[config.mk]
export PLATFORM = sky130hd
export DESIGN_NAME = dvs_reconv_stack
export DESIGN_NICKNAME = d
export VERILOG_FILES = /design/src/rtl/dvs_pkg.sv /design/src/rtl/dvs_lane_group.sv /design/src/rtl/dvs_entry_store.sv /design/src/rtl/dvs_reconv_stack.sv
export SDC_FILE = /design/constraint.sdc
export NUM_CORES = 1
export LEC_CHECK = 0
export BUFFER_PORTS_ARGS = -buffer_cell sky130_fd_sc_hd__buf_2
export CAP_MARGIN = 20
export CORE_MARGIN = 3
export CORE_UTILIZATION = 45
export CTS_CLUSTER_DIAMETER = 60
export DETAILED_ROUTE_END_ITERATION = 7
export PLACE_DENSITY = 0.72
export SYNTH_ARGS = -nofsm -noshare
export SYNTH_HDL_FRONTEND = slang
export SYNTH_SLANG_ARGS = --single-unit
[constraint.sdc]
create_clock -name clk -period 4.8 [get_ports clk]
set_input_delay 0.24 -clock clk [delete_from_list [all_inputs] [get_ports clk]]
set_output_delay 0.24 -clock clk [all_outputs]
set_load 0.01 [all_outputs]
[src/rtl/dvs_pkg.sv]
package dvs_pkg;
    typedef enum logic [0:0] {
        ST_IDLE = 1'b0,
        ST_SCAN = 1'b1
    } dvs_state_e;
endpackage

[src/rtl/dvs_lane_group.sv]
// Forms one group of lanes sharing a next PC, scanning from the top lane down.
module dvs_lane_group #(
    parameter int LANES = 4,
    parameter int PC_W  = 8
) (
    input  logic [LANES-1:0]      live_mask,
    input  logic [LANES-1:0]      done_mask,
    input  logic [LANES*PC_W-1:0] lane_pc,
    output logic [PC_W-1:0]       grp_pc,
    output logic [LANES-1:0]      grp_mask,
    output logic [LANES-1:0]      rest_mask
);
    always_comb begin
        logic found;
        found     = 1'b0;
        grp_pc    = '0;
        grp_mask  = '0;
        rest_mask = live_mask;
        for (int i = LANES - 1; i >= 0; i--) begin
            if (live_mask[i]) begin
                if (done_mask[i]) begin
                    rest_mask[i] = 1'b0;
                end else if (!found) begin
                    found        = 1'b1;
                    grp_pc       = lane_pc[i*PC_W +: PC_W];
                    grp_mask[i]  = 1'b1;
                    rest_mask[i] = 1'b0;
                end else if (lane_pc[i*PC_W +: PC_W] == grp_pc) begin
                    grp_mask[i]  = 1'b1;
                    rest_mask[i] = 1'b0;
                end
            end
        end
    end
endmodule

[src/rtl/dvs_entry_store.sv]
// Stack storage: port A rewrites PC and stamp, port B writes a whole entry.
module dvs_entry_store #(
    parameter int LANES = 4,
    parameter int PC_W  = 8,
    parameter int CYC_W = 16,
    parameter int DEPTH = 8,
    parameter int IW    = 4
) (
    input  logic             clk,
    input  logic             rst_n,
    input  logic             a_en,
    input  logic [IW-1:0]    a_idx,
    input  logic [PC_W-1:0]  a_pc,
    input  logic [CYC_W-1:0] a_stamp,
    input  logic             b_en,
    input  logic [IW-1:0]    b_idx,
    input  logic [PC_W-1:0]  b_pc,
    input  logic [LANES-1:0] b_mask,
    input  logic [PC_W-1:0]  b_rpc,
    input  logic             b_stamp_clr,
    input  logic [IW-1:0]    rd_idx,
    output logic [PC_W-1:0]  rd_pc,
    output logic [LANES-1:0] rd_mask,
    output logic [PC_W-1:0]  rd_rpc,
    output logic [CYC_W-1:0] rd_stamp
);
    localparam int AW = (DEPTH > 1) ? $clog2(DEPTH) : 1;

    logic [PC_W-1:0]  pc_r    [DEPTH];
    logic [LANES-1:0] mask_r  [DEPTH];
    logic [PC_W-1:0]  rpc_r   [DEPTH];
    logic [CYC_W-1:0] stamp_r [DEPTH];

    always_ff @(posedge clk or negedge rst_n) begin
        if (!rst_n) begin
            for (int e = 0; e < DEPTH; e++) begin
                pc_r[e]    <= '0;
                mask_r[e]  <= '0;
                rpc_r[e]   <= '0;
                stamp_r[e] <= '0;
            end
        end else begin
            for (int e = 0; e < DEPTH; e++) begin
                if (a_en && a_idx == IW'(e)) begin
                    pc_r[e]    <= a_pc;
                    stamp_r[e] <= a_stamp;
                end
                if (b_en && b_idx == IW'(e)) begin
                    pc_r[e]   <= b_pc;
                    mask_r[e] <= b_mask;
                    rpc_r[e]  <= b_rpc;
                    if (b_stamp_clr) stamp_r[e] <= '0;
                end
            end
        end
    end

    logic in_range;
    assign in_range = (rd_idx < IW'(DEPTH));

    always_comb begin
        rd_pc    = '0;
        rd_mask  = '0;
        rd_rpc   = '0;
        rd_stamp = '0;
        if (in_range) begin
            rd_pc    = pc_r[rd_idx[AW-1:0]];
            rd_mask  = mask_r[rd_idx[AW-1:0]];
            rd_rpc   = rpc_r[rd_idx[AW-1:0]];
            rd_stamp = stamp_r[rd_idx[AW-1:0]];
        end
    end
endmodule

[src/rtl/dvs_reconv_stack.sv]
module dvs_reconv_stack #(
    parameter int LANES = 4,
    parameter int PC_W  = 8,
    parameter int CYC_W = 16,
    localparam int DEPTH = 2 * LANES,
    localparam int IW    = $clog2(DEPTH + 1)
) (
    input  logic                  clk,
    input  logic                  rst_n,
    input  logic                  init_valid,
    input  logic [PC_W-1:0]       init_pc,
    input  logic [LANES-1:0]      init_mask,
    input  logic                  upd_valid,
    input  logic [LANES*PC_W-1:0] upd_next_pc,
    input  logic [LANES-1:0]      upd_done,
    input  logic [PC_W-1:0]       upd_ipdom,
    output logic                  busy,
    output logic                  top_valid,
    output logic [PC_W-1:0]       top_pc,
    output logic [LANES-1:0]      top_mask,
    output logic [PC_W-1:0]       top_rpc,
    output logic [CYC_W-1:0]      top_stamp,
    output logic [IW-1:0]         depth
);
    import dvs_pkg::*;

    dvs_state_e state_q, state_n;

    logic [LANES-1:0]      m_q;
    logic [IW-1:0]         wi_q, orig_q, depth_q;
    logic [PC_W-1:0]       base_rpc_q, nrpc_q, ipdom_q;
    logic                  div_q;
    logic [LANES*PC_W-1:0] npc_q;
    logic [LANES-1:0]      done_q;
    logic [CYC_W-1:0]      cyc_q;

    // store ports
    logic [PC_W-1:0]  rd_pc, rd_rpc;
    logic [LANES-1:0] rd_mask;
    logic [CYC_W-1:0] rd_stamp;
    logic             a_en, b_en, b_stamp_clr;
    logic [IW-1:0]    a_idx, b_idx, rd_idx;
    logic [PC_W-1:0]  b_pc, b_rpc;
    logic [LANES-1:0] b_mask;

    // group picker
    logic [PC_W-1:0]  grp_pc;
    logic [LANES-1:0] grp_mask, rest_mask;

    dvs_lane_group #(.LANES(LANES), .PC_W(PC_W)) u_group (
        .live_mask (m_q),
        .done_mask (done_q),
        .lane_pc   (npc_q),
        .grp_pc    (grp_pc),
        .grp_mask  (grp_mask),
        .rest_mask (rest_mask)
    );

    dvs_entry_store #(
        .LANES(LANES), .PC_W(PC_W), .CYC_W(CYC_W), .DEPTH(DEPTH), .IW(IW)
    ) u_store (
        .clk         (clk),
        .rst_n       (rst_n),
        .a_en        (a_en),
        .a_idx       (a_idx),
        .a_pc        (ipdom_q),
        .a_stamp     (cyc_q),
        .b_en        (b_en),
        .b_idx       (b_idx),
        .b_pc        (b_pc),
        .b_mask      (b_mask),
        .b_rpc       (b_rpc),
        .b_stamp_clr (b_stamp_clr),
        .rd_idx      (rd_idx),
        .rd_pc       (rd_pc),
        .rd_mask     (rd_mask),
        .rd_rpc      (rd_rpc),
        .rd_stamp    (rd_stamp)
    );

    // request decode in IDLE
    logic in_idle, in_scan, do_init, do_upd;
    assign in_idle = (state_q == ST_IDLE);
    assign in_scan = (state_q == ST_SCAN);
    assign do_init = in_idle && init_valid;
    assign do_upd  = in_idle && !init_valid && upd_valid && (depth_q != '0);
    assign rd_idx  = depth_q - IW'(1);

    // per-group decisions during SCAN
    logic            scan_end, keep, div_now, div_eff, push_rec, write_grp;
    logic [PC_W-1:0] nrpc_eff;
    logic [IW-1:0]   widx;

    always_comb begin
        scan_end  = in_scan && (m_q == '0);
        keep      = in_scan && !scan_end && (grp_mask != '0) && (grp_pc != base_rpc_q);
        div_now   = keep && (rest_mask != '0) && !div_q;
        div_eff   = div_q || div_now;
        nrpc_eff  = div_now ? ipdom_q : nrpc_q;
        push_rec  = div_now && (ipdom_q != base_rpc_q);
        widx      = wi_q + IW'(push_rec);
        write_grp = keep && !(div_eff && (grp_pc == nrpc_eff));
    end

    always_comb begin
        a_en        = push_rec;
        a_idx       = wi_q;
        b_en        = do_init || write_grp;
        b_idx       = do_init ? '0 : widx;
        b_pc        = do_init ? init_pc : grp_pc;
        b_mask      = do_init ? init_mask : grp_mask;
        b_rpc       = do_init ? '0 : (div_eff ? nrpc_eff : base_rpc_q);
        b_stamp_clr = do_init || (widx != orig_q);
    end

    // next state
    always_comb begin
        state_n = state_q;
        unique case (state_q)
            ST_IDLE: if (do_upd)   state_n = ST_SCAN;
            ST_SCAN: if (scan_end) state_n = ST_IDLE;
            default:               state_n = ST_IDLE;
        endcase
    end

    // state register and scan context
    always_ff @(posedge clk or negedge rst_n) begin
        if (!rst_n) begin
            state_q    <= ST_IDLE;
            m_q        <= '0;
            wi_q       <= '0;
            orig_q     <= '0;
            depth_q    <= '0;
            base_rpc_q <= '0;
            nrpc_q     <= '0;
            ipdom_q    <= '0;
            div_q      <= 1'b0;
            npc_q      <= '0;
            done_q     <= '0;
            cyc_q      <= '0;
        end else begin
            state_q <= state_n;
            cyc_q   <= cyc_q + CYC_W'(1);
            if (do_init) begin
                depth_q <= IW'(1);
            end else if (do_upd) begin
                m_q        <= rd_mask;
                wi_q       <= rd_idx;
                orig_q     <= rd_idx;
                base_rpc_q <= rd_rpc;
                nrpc_q     <= '0;
                div_q      <= 1'b0;
                ipdom_q    <= upd_ipdom;
                npc_q      <= upd_next_pc;
                done_q     <= upd_done;
            end else if (scan_end) begin
                depth_q <= wi_q;
            end else if (in_scan) begin
                m_q    <= rest_mask;
                div_q  <= div_eff;
                nrpc_q <= nrpc_eff;
                wi_q   <= widx + IW'(write_grp);
            end
        end
    end

    // outputs
    always_comb begin
        busy      = in_scan;
        top_valid = in_idle && (depth_q != '0);
        top_pc    = top_valid ? rd_pc    : '0;
        top_mask  = top_valid ? rd_mask  : '0;
        top_rpc   = top_valid ? rd_rpc   : '0;
        top_stamp = top_valid ? rd_stamp : '0;
        depth     = depth_q;
    end
endmodule

==> results.toml, run 1 <==
[layout]
multi_input_area_um2 = 9752
final_cell_mix = "380 x dfrtp_1, 302 x nand2_1, 268 x mux2i_1, 143 x a21oi_1, 100 x buf_2"
drive_above_1_share = 0.2141
final_area_um2 = 22980
area_growth_pct = 15.46
register_area_um2 = 9564
nNetsFinal = 1908
fill_cells = 3672
final_common_cell = "dfrtp_1"

[detailed_routing]
route.detailed.drc = 0
top_layer = "met4"
wl_met1_um = 22670
wl_met3_um = 2900
vias = 14480
wl_per_cell_um = 21.80
firstDrtPassIters = 5
wl_um = 53610
drt-initial-drc-count = 1362
viasPerCell = 5.887
ant_nets = 0
met2_length_um = 26260

[power]
power.leakage_nw = 10.06
p_per_area_nw_per_um2 = 536.3
irDropWorstVdd_uv = 413.2

[critical_path]
r2r_cells = 19
rr_endpoint = "u_store.stamp_r[120]$_DFF_PN0_"
critical_path.slowest_cell = "dfrtp_2"
r2r_slack_ns = 0.27
path_buf_inv = 4
arrival_ns = 4.96
r2r_start = "m_q[3]$_DFFE_PN0P_"
crit_path_end_kind = "flop"
critPathTopFamily = "compound AO/OA/AOI/OAI gates"
crit_path_start_kind = "flop"
required_ns = 5.23
critPathKind = "flop to flop"
critPathLaunch = "m_q[3]$_DFFE_PN0P_"
crit_fanout = 17
path_cells = "nor2b_4 > nor3_2 > buf_4 > a21oi_1 > xnor2_1 > nor3_1 > a31oi_1 > o311a_1 > o21ai_2 > inv_1 > ha_1 > ha_1 > xor2_1 > nor4_1 > o211a_1 > buf_4 > a21o_1 > buf_12 > nor2_1"
crit_path_max_incr_delay_ns = 0.48

[timing]
max-slew-margin-rel = 0.2818
rsz0062_at_grt = "true"
fin_crit_sh = 0.9430
setup_ws_ns = 0.2735
tightest_slew_ns = 1.066
max_freq_mhz = 220.9
maxSlewViolCount = 0
setup_viol = 0
skew_ns = 0.01343
period_needed_ns = 4.526
worst_hold_slack_ns = 0.2378
hold_viol = 0

[synthesis]
synth_edf_count = 0
ys_ff_latch = 382
synth_async_sr_flop_share = 1.000
ys_seq_area_frac = 0.4802
synthCells = 1741
synth_area_leader_cell = "dfrtp_1"
yosysWarnings = 0
avgSynthCellArea_um2 = 11.43
synth.top_cell.area_share = 0.4802
synth_area_leaders = "dfrtp_1 48%, mux2i_1 13%, mux4_2 8.1%"
synth_flop_cell = "dfrtp_1"
synth.distinct_cells = 62
synth_nets = 1807
syn_area_um2 = 19910

[clocking]
cts_made_buffers = 40
numClockSinks = 382
root_buffer = "clkbuf_16"
cts.clk_slew.worst_paths_ns = 0.06
cts_tree = "done"
cts-htree-levels = 2
clock_latency_ns = 0.54
clk_path_buf_depth = 3

[global_route]
grt_pass1_wl_um = 86030
grt_pass1_vias = 15150
antenna_found_initial = 1
grt.total_usage = 0.2296
grt.overflow.total = 0
grt_max_degree = 137

[floorplan]
die_area_um2 = 46800
dieWidth_um = 216.3
coreArea_um2 = 43360
initial_core_util = 0.4591
num_rows = 76
die_y_um = 216.3
ios = 102

[place]
place_area_um2 = 21140
portBuffers = 101
dpl.hpwl_um = 32880
place_congestion = 0.8915
place_ws_ns = 0.1293

[hold_path]
min_path_cells = 3
min_from = "init_pc[5]"
hp-class = "input port to flop"
min_to = "u_store.pc_r[21]$_DFFE_PN0P_"

[job]
drv_cap = 0

[outcome]
status = "finished, final reports clean"
## stage by stage
stage,util,TNS [ns],instances,power [W]
floorplan,-,0,1741,0.007397
global placement,0.4870,0,2337,0.009032
detailed placement,0.4876,0,2338,0.009126
CTS,0.5288,0,2456,0.01234
global route,0.5301,-0.1747,2459,0.01298
finish,0.5301,0,2459,0.01233
## state kept, by name (all words and copies together) (netlist names)
| signal | cells |
|---|---|
| u_store.pc_r | 64 |
| depth | 4 |
| busy | 1 |
| u_store.mask_r | 32 |
| nrpc_q | 8 |
| m_q | 4 |
| cyc_q | 16 |
| div_q | 1 |
| done_q | 4 |
| ipdom_q | 8 |
| a_idx | 4 |
| base_rpc_q | 8 |
| u_store.rpc_r | 64 |
| orig_q | 4 |
| npc_q | 32 |
| u_store.stamp_r | 128 |
## power by group
group | leakage, nW | internal (W) | switching [W] | total, W
Combinational | 4.82 | 0.00195 | 0.00287 | 0.00481
Clock | 0.651 | 0.00187 | 0.00129 | 0.00316
Sequential | 4.59 | 0.00371 | 0.000647 | 0.00435
## cells in the mapped netlist (4+ instances only)
library cell / instances
nand3_1: 16
a221o_1: 4
xnor2_1: 47
and2_1: 5
nand4_1: 7
o21ai_1: 10
nor4_4: 8
mux2i_1: 268
inv_1: 10
buf_6: 17
nand2_1: 302
a22o_1: 8
clkbuf_1: 85
a31o_2: 5
nor2_1: 57
buf_2: 22
mux2_1: 35
and3b_1: 8
nand2b_1: 7
buf_4: 7
mux4_2: 72
nor3_1: 9
dfrtp_1: 382
mux2_2: 53
xor2_1: 23
a31oi_1: 6
a21oi_1: 143
ha_1: 6
a21oi_2: 10
nor4_1: 4
and3_1: 6
buf_1: 14
o211a_1: 9
o21ai_0: 26
## final cells by class
type,count,area share
well taps,585,0.03185
diodes,1,0.0001089
inverters,11,0.001796
flip-flops and latches,382,0.4161
clock inverters,11,0.006424
multi-input cells,1203,0.4243
clock buffers,62,0.05161
repair buffers,204,0.06783
## routing by layer
metal / up-vias / global-route usage
li1: 6356 / -
met1: 7509 / 0.3138
met2: 492 / 0.3869
met3: 120 / 0.02426
met4: 0 / 0.07529
met5: - / 0
## how the worst max path moves through the flow
stage                     cells past startpoint                              to  slack [ns]
final                                        19  u_store.stamp_r[120]$_DFF_PN0_        0.27
after global routing                         22            a_idx[3]$_DFFE_PN0P_       -0.03
after CTS                                    16  u_store.mask_r[20]$_DFFE_PN0N_         0.1
after detailed placement                     16  u_store.mask_r[20]$_DFFE_PN0N_        0.13
after global placement                       16  u_store.mask_r[22]$_DFFE_PN0N_        0.26
after floorplan                              20  u_store.mask_r[29]$_DFFE_PN0N_        0.07
## tightest hold or removal path, delay by kind of cell
| kind | cells | cell delay, ns |
|---|---|---|
| AOI/OAI and AO/OA | 1 | 0.21 |
| buffers and inverters | 1 | 0.09 |
| muxes | 1 | 0.19 |
## timing repair
action | CTS | global route
hold buffers | 45 | 0
setup endpoints to repair | 0 | 255
setup buffers | 0 | 1
hold endpoints to repair | 136 | 0
gates resized for setup | 0 | 8
## kinds of logic after synthesis
kind of cell | Yosys count | share of synthesized area
XOR/XNOR | 70 | 0.03080
AO/OA/AOI/OAI | 249 | 0.07612
adder cells (fa/ha/maj) | 6 | 0.003771
multiplexers | 428 | 0.2660
flip-flops | 382 | 0.4802
buffers and inverters | 156 | 0.03853
AND/OR/NAND/NOR | 450 | 0.1046
Note: power is estimated with default switching activity, not from simulation.
==> run 2: changes to the inputs <==
PLACE_DENSITY = 0.7   (was 0.72)
clock period = 4.72 ns   (was 4.8 ns; I/O delays follow)
==> results.toml, run 2 (synthesis gave the netlist of run 1 again) <==
[timing]
setup_viol = 0
rsz0062_at_grt = "false"
setup_tns_ns = 0
max_freq_mhz = 225.6
skew_ns = 0.01486
worst_hold_slack_ns = 0.1180
fin_crit_sh = 0.9392
tightest_slew_ns = 1.107
period_needed_ns = 4.433
max-slew-margin-rel = 0.2555
hold_viol = 0
maxSlewViolCount = 0

[layout]
register_area_um2 = 9564
final_common_cell = "dfrtp_1"
drive_above_1_share = 0.2157
area_growth_pct = 15.24
nNetsFinal = 1915
top_register = "u_store.stamp_r"
largest_reg_flops = 128
multi_input_area_um2 = 9733
largest_registers = "u_store.stamp_r (128), u_store.pc_r (64), u_store.rpc_r (64)"
final_cell_mix = "380 x dfrtp_1, 302 x nand2_1, 268 x mux2i_1, 143 x a21oi_1, 100 x buf_2"
fill_cells = 3727

[critical_path]
crit_fanout = 31
critPathKind = "flop to flop"
crit_path_start_kind = "flop"
arrival_ns = 4.86
crit_path_max_incr_delay_ns = 0.48
critical_path.slowest_cell = "dfrtp_2"
critPathMostFrequentCell = "xnor2_1"
critPathTopFamily = "simple AND/OR/NAND/NOR gates"
required_ns = 5.14
crit_path_end_kind = "flop"
path_cells = "nor2b_4 > nor3_2 > buf_4 > a21oi_1 > xnor2_1 > nor3_1 > a31oi_1 > o311a_1 > o21ai_2 > inv_1 > ha_1 > nand3_1 > xnor2_1 > nand2b_1 > nor4_4 > buf_12 > mux2_2"
path_buf_inv = 3

[detailed_routing]
ant_nets = 0
wl_um = 54620
drt-initial-drc-count = 1261
viasPerCell = 5.858
firstDrtPassIters = 5
wl_per_cell_um = 22.17
vias = 14430
route.detailed.drc = 0

[clocking]
cts.clk_slew.worst_paths_ns = 0.06
clk_path_buf_depth = 3
cts-htree-levels = 2
clock_latency_ns = 0.55
root_buffer = "clkbuf_16"
numClockSinks = 382
cts_made_buffers = 41
cts_tree = "done"

[power]
power.leakage_nw = 10.07
irDropWorstVdd_uv = 349.8
power.total_w = 0.01255
p_per_area_nw_per_um2 = 547.3

[floorplan]
ios = 102
die_y_um = 216.3
initial_core_util = 0.4591
dieWidth_um = 216.3
num_rows = 76
die_area_um2 = 46800
coreArea_um2 = 43360

[outcome]
status = "finished, final reports clean"

[place]
portBuffers = 101
place_congestion = 0.8536
dpl.hpwl_um = 33400

[global_route]
grt_max_degree = 147
grt.total_usage = 0.2327
grt_pass1_wl_um = 86790
grt_pass1_vias = 15000
antenna_found_initial = 1
grt.overflow.total = 0

[job]
drv_cap = 0

[hold_path]
hp-class = "input port to flop"
run 2: cell types whose count changed in the layout (fill, tap and decap cells not counted), sizes merged:
cell / previous run / this run
buf: 158 / 164
bufinv: 3 / 2
clkbuf: 63 / 62
inv: 11 / 12
run 2: repair_timing:
action,4_1_cts,5_1_grt
endpoints found under the hold margin,135,0
hold buffers,45,0
endpoints found under the setup margin,6,122
pin swaps,0,1
buffers inserted,0,1
resized for setup,1,4
run 2: power by group:
part           total [W]  leakage, nW  internal [W]  switching [W]
registers        0.00450         4.59       0.00377       0.000728
clock network    0.00317        0.642       0.00186        0.00131
logic            0.00488         4.84       0.00200        0.00289
run 2: worst paths after layout:
kind / slack (ns) / start / cells past startpoint / endpoint
hold / removal: 0.12 / init_valid / 4 / done_q[0]$_DFFE_PN0P_
max in group asynchronous: 3.13 / rst_n / 3 / u_store.rpc_r[49]$_DFFE_PN0N_
hold reg to reg: 0.47 / done_q[2]$_DFFE_PN0P_ / 2 / done_q[2]$_DFFE_PN0P_
setup reg to reg: 0.29 / m_q[3]$_DFFE_PN0P_ / 17 / u_store.rpc_r[41]$_DFFE_PN0N_
setup / recovery: 0.29 / m_q[3]$_DFFE_PN0P_ / 17 / u_store.rpc_r[41]$_DFFE_PN0N_
min in group asynchronous: 0.27 / rst_n / 2 / u_store.stamp_r[66]$_DFF_PN0_
run 2: layout make-up:
cell class,count,area share
Inverter,11,0.001800
Clock buffer,61,0.05203
Multi-Input combinational cell,1203,0.4243
Antenna cell,1,0.0001091
Tap cell,585,0.03191
Clock inverter,11,0.005018
Sequential cell,382,0.4169
Timing Repair Buffer,210,0.06796
run 2: stage by stage:
step	area [um2]	utilization	instances	worst slack, ns
final	22940	0.5291	2464	0.2869
after global routing	22940	0.5291	2464	0.002062
after CTS	22910	0.5282	2461	0.09255
after detailed placement	21140	0.4876	2344	0.04174
after global placement	21140	0.4876	2344	0.2078
after floorplan	19930	-	1741	0.05804
run 2: worst register-to-register path: cells and delay by family, from the launching register on:
kind | cells | cell delay, ns
and+or+nand+nor | 6 | 1.55
AOI/OAI and AO/OA | 4 | 0.73
buffers and inverters | 3 | 0.62
DFF | 1 | 0.48
muxes | 1 | 0.40
xor gates and xnor gates | 2 | 0.31
adders and majority gates | 1 | 0.22
run 2: layer usage:
metal | vias up | GRT usage | share of wire
met5 | - | 0 | 0
met4 | 0 | 0.07573 | 0.031
met3 | 114 | 0.02973 | 0.053
met2 | 496 | 0.3846 | 0.48
met1 | 7450 | 0.3215 | 0.43
li1 | 6373 | - | -
==> run 3: changes to the inputs <==
PLACE_DENSITY = 0.58   (was 0.7)
SKIP_CTS_REPAIR_TIMING = 1   (was not set)
==> results.toml, run 3 (synthesis gave the netlist of run 1 again) <==
[critical_path]
crit_path_end_kind = "flop"
required_ns = 5.17
crit_path_start_kind = "flop"
crit_fanout = 36
arrival_ns = 4.96
critPathKind = "flop to flop"

[detailed_routing]
firstDrtPassIters = 5
ant_nets = 0
wl_um = 54980
vias = 14150
wl_per_cell_um = 22.17
route.detailed.drc = 0
viasPerCell = 5.707
drt-initial-drc-count = 915

[floorplan]
ios = 102
coreArea_um2 = 43360
die_area_um2 = 46800
dieWidth_um = 216.3
num_rows = 76
die_y_um = 216.3
initial_core_util = 0.4591

[global_route]
grt.overflow.total = 0
grt_max_degree = 119
grt_pass1_vias = 14400
grt_pass1_wl_um = 86450
antenna_found_initial = 2
grt.total_usage = 0.2350

[hold_path]
hp-class = "input port to flop"

[power]
power.leakage_nw = 10.25
p_per_area_nw_per_um2 = 561.0
power.total_w = 0.01309
irDropWorstVdd_uv = 283.8

[clocking]
root_buffer = "clkbuf_16"
cts_tree = "done"
clk_path_buf_depth = 3
numClockSinks = 382
cts_made_buffers = 44
cts-htree-levels = 2
clock_latency_ns = 0.58
cts.clk_slew.worst_paths_ns = 0.06

[timing]
hold_viol = 0
setup_viol = 0
maxSlewViolCount = 0
max-slew-margin-rel = 0.2865
worst_hold_slack_ns = 0.2183
fin_crit_sh = 0.9547
tightest_slew_ns = 1.059
max_freq_mhz = 221.9
period_needed_ns = 4.506
skew_ns = 0.02010

[place]
portBuffers = 101
place_congestion = 0.8370
dpl.hpwl_um = 34020
dp_cells = 2350

[layout]
largest_registers = "u_store.stamp_r (128), u_store.pc_r (64), u_store.rpc_r (64)"
largest_reg_flops = 128
final_common_cell = "dfrtp_1"
multi_input_area_um2 = 9748
register_area_um2 = 9563
fin_cells = 2480
nNetsFinal = 1927
fill_cells = 3844
final_cell_mix = "381 x dfrtp_1, 302 x nand2_1, 268 x mux2i_1, 143 x a21oi_1, 101 x buf_2"
area_growth_pct = 17.17
top_register = "u_store.stamp_r"
drive_above_1_share = 0.2253
num_antenna_cells = 0

[job]
drv_cap = 0

[outcome]
status = "finished, final reports clean"
==> run 3: changes by cell type in the layout (fill, tap and decap cells not counted), moves of 3 or more <==
cell	previous run	this run
clkbuf_1	13	7
buf_12	9	13
buf_4	54	58
clkbuf_8	5	9
bufinv_16	2	5
clkbuf_16	43	46
==> run 3: report_power, final <==
group          switching [W]  internal (W)  total, W
clock                0.00141       0.00220   0.00361
combinational        0.00292       0.00208   0.00500
sequential          0.000706       0.00377   0.00447
==> run 3: layout make-up <==
class,instances,share of cell area
clock buffers,62,0.05579
repair buffers,219,0.07264
well taps,585,0.03138
multi-input cells,1203,0.4180
flip-flops and latches,382,0.4100
clock inverters,18,0.01046
inverters,11,0.001770
==> run 3: through the flow <==
stage               setup TNS (ns)  setup WS (ns)  instance area (um2)    util
global route              -0.03231       -0.01094                23320  0.5379
finish                           0         0.2137                23320  0.5379
CTS                         -9.305        -0.1793                22770  0.5251
detailed placement          -7.617        -0.1573                21220  0.4895
floorplan                        0        0.05804                19930       -
global placement           -0.2644       -0.01903                21210  0.4892
==> run 3: path summary, 6_finish.rpt <==
path,startpoint,to,slack (ns),cells after the start
setup / recovery,done_q[2]$_DFFE_PN0P_,u_store.mask_r[16]$_DFFE_PN0N_,0.21,18
hold / removal,init_mask[1],u_store.mask_r[5]$_DFFE_PN0N_,0.22,5
setup reg to reg,done_q[2]$_DFFE_PN0P_,u_store.mask_r[16]$_DFFE_PN0N_,0.21,18
hold reg to reg,done_q[2]$_DFFE_PN0P_,done_q[2]$_DFFE_PN0P_,0.47,2
max in group asynchronous,rst_n,u_store.mask_r[2]$_DFFE_PN0N_,3.30,3
min in group asynchronous,rst_n,npc_q[24]$_DFFE_PN0P_,0.32,2
==> run 3: metal layers <==
metal  part of all wire  up-vias  GRT usage
met5                  0        -          0
met4              0.024        0    0.06150
met3              0.042       92    0.03379
met2               0.47      329     0.3729
met1               0.47     7329     0.3419
li1                   -     6404          -
==> run 3: critical path: stages (launching register included) <==
cell,delay [ns]
dfrtp_1,0.37
and2b_4,0.26
buf_4,0.21
nor4_4,0.06
buf_4,0.18
a221oi_2,0.37
xor2_1,0.17
nand4_1,0.12
o31a_1,0.35
o311a_1,0.17
o21ai_2,0.08
inv_1,0.06
ha_1,0.23
ha_1,0.31
xnor2_1,0.26
nand3_1,0.22
nor4_4,0.25
buf_12,0.33
mux2_2,0.37
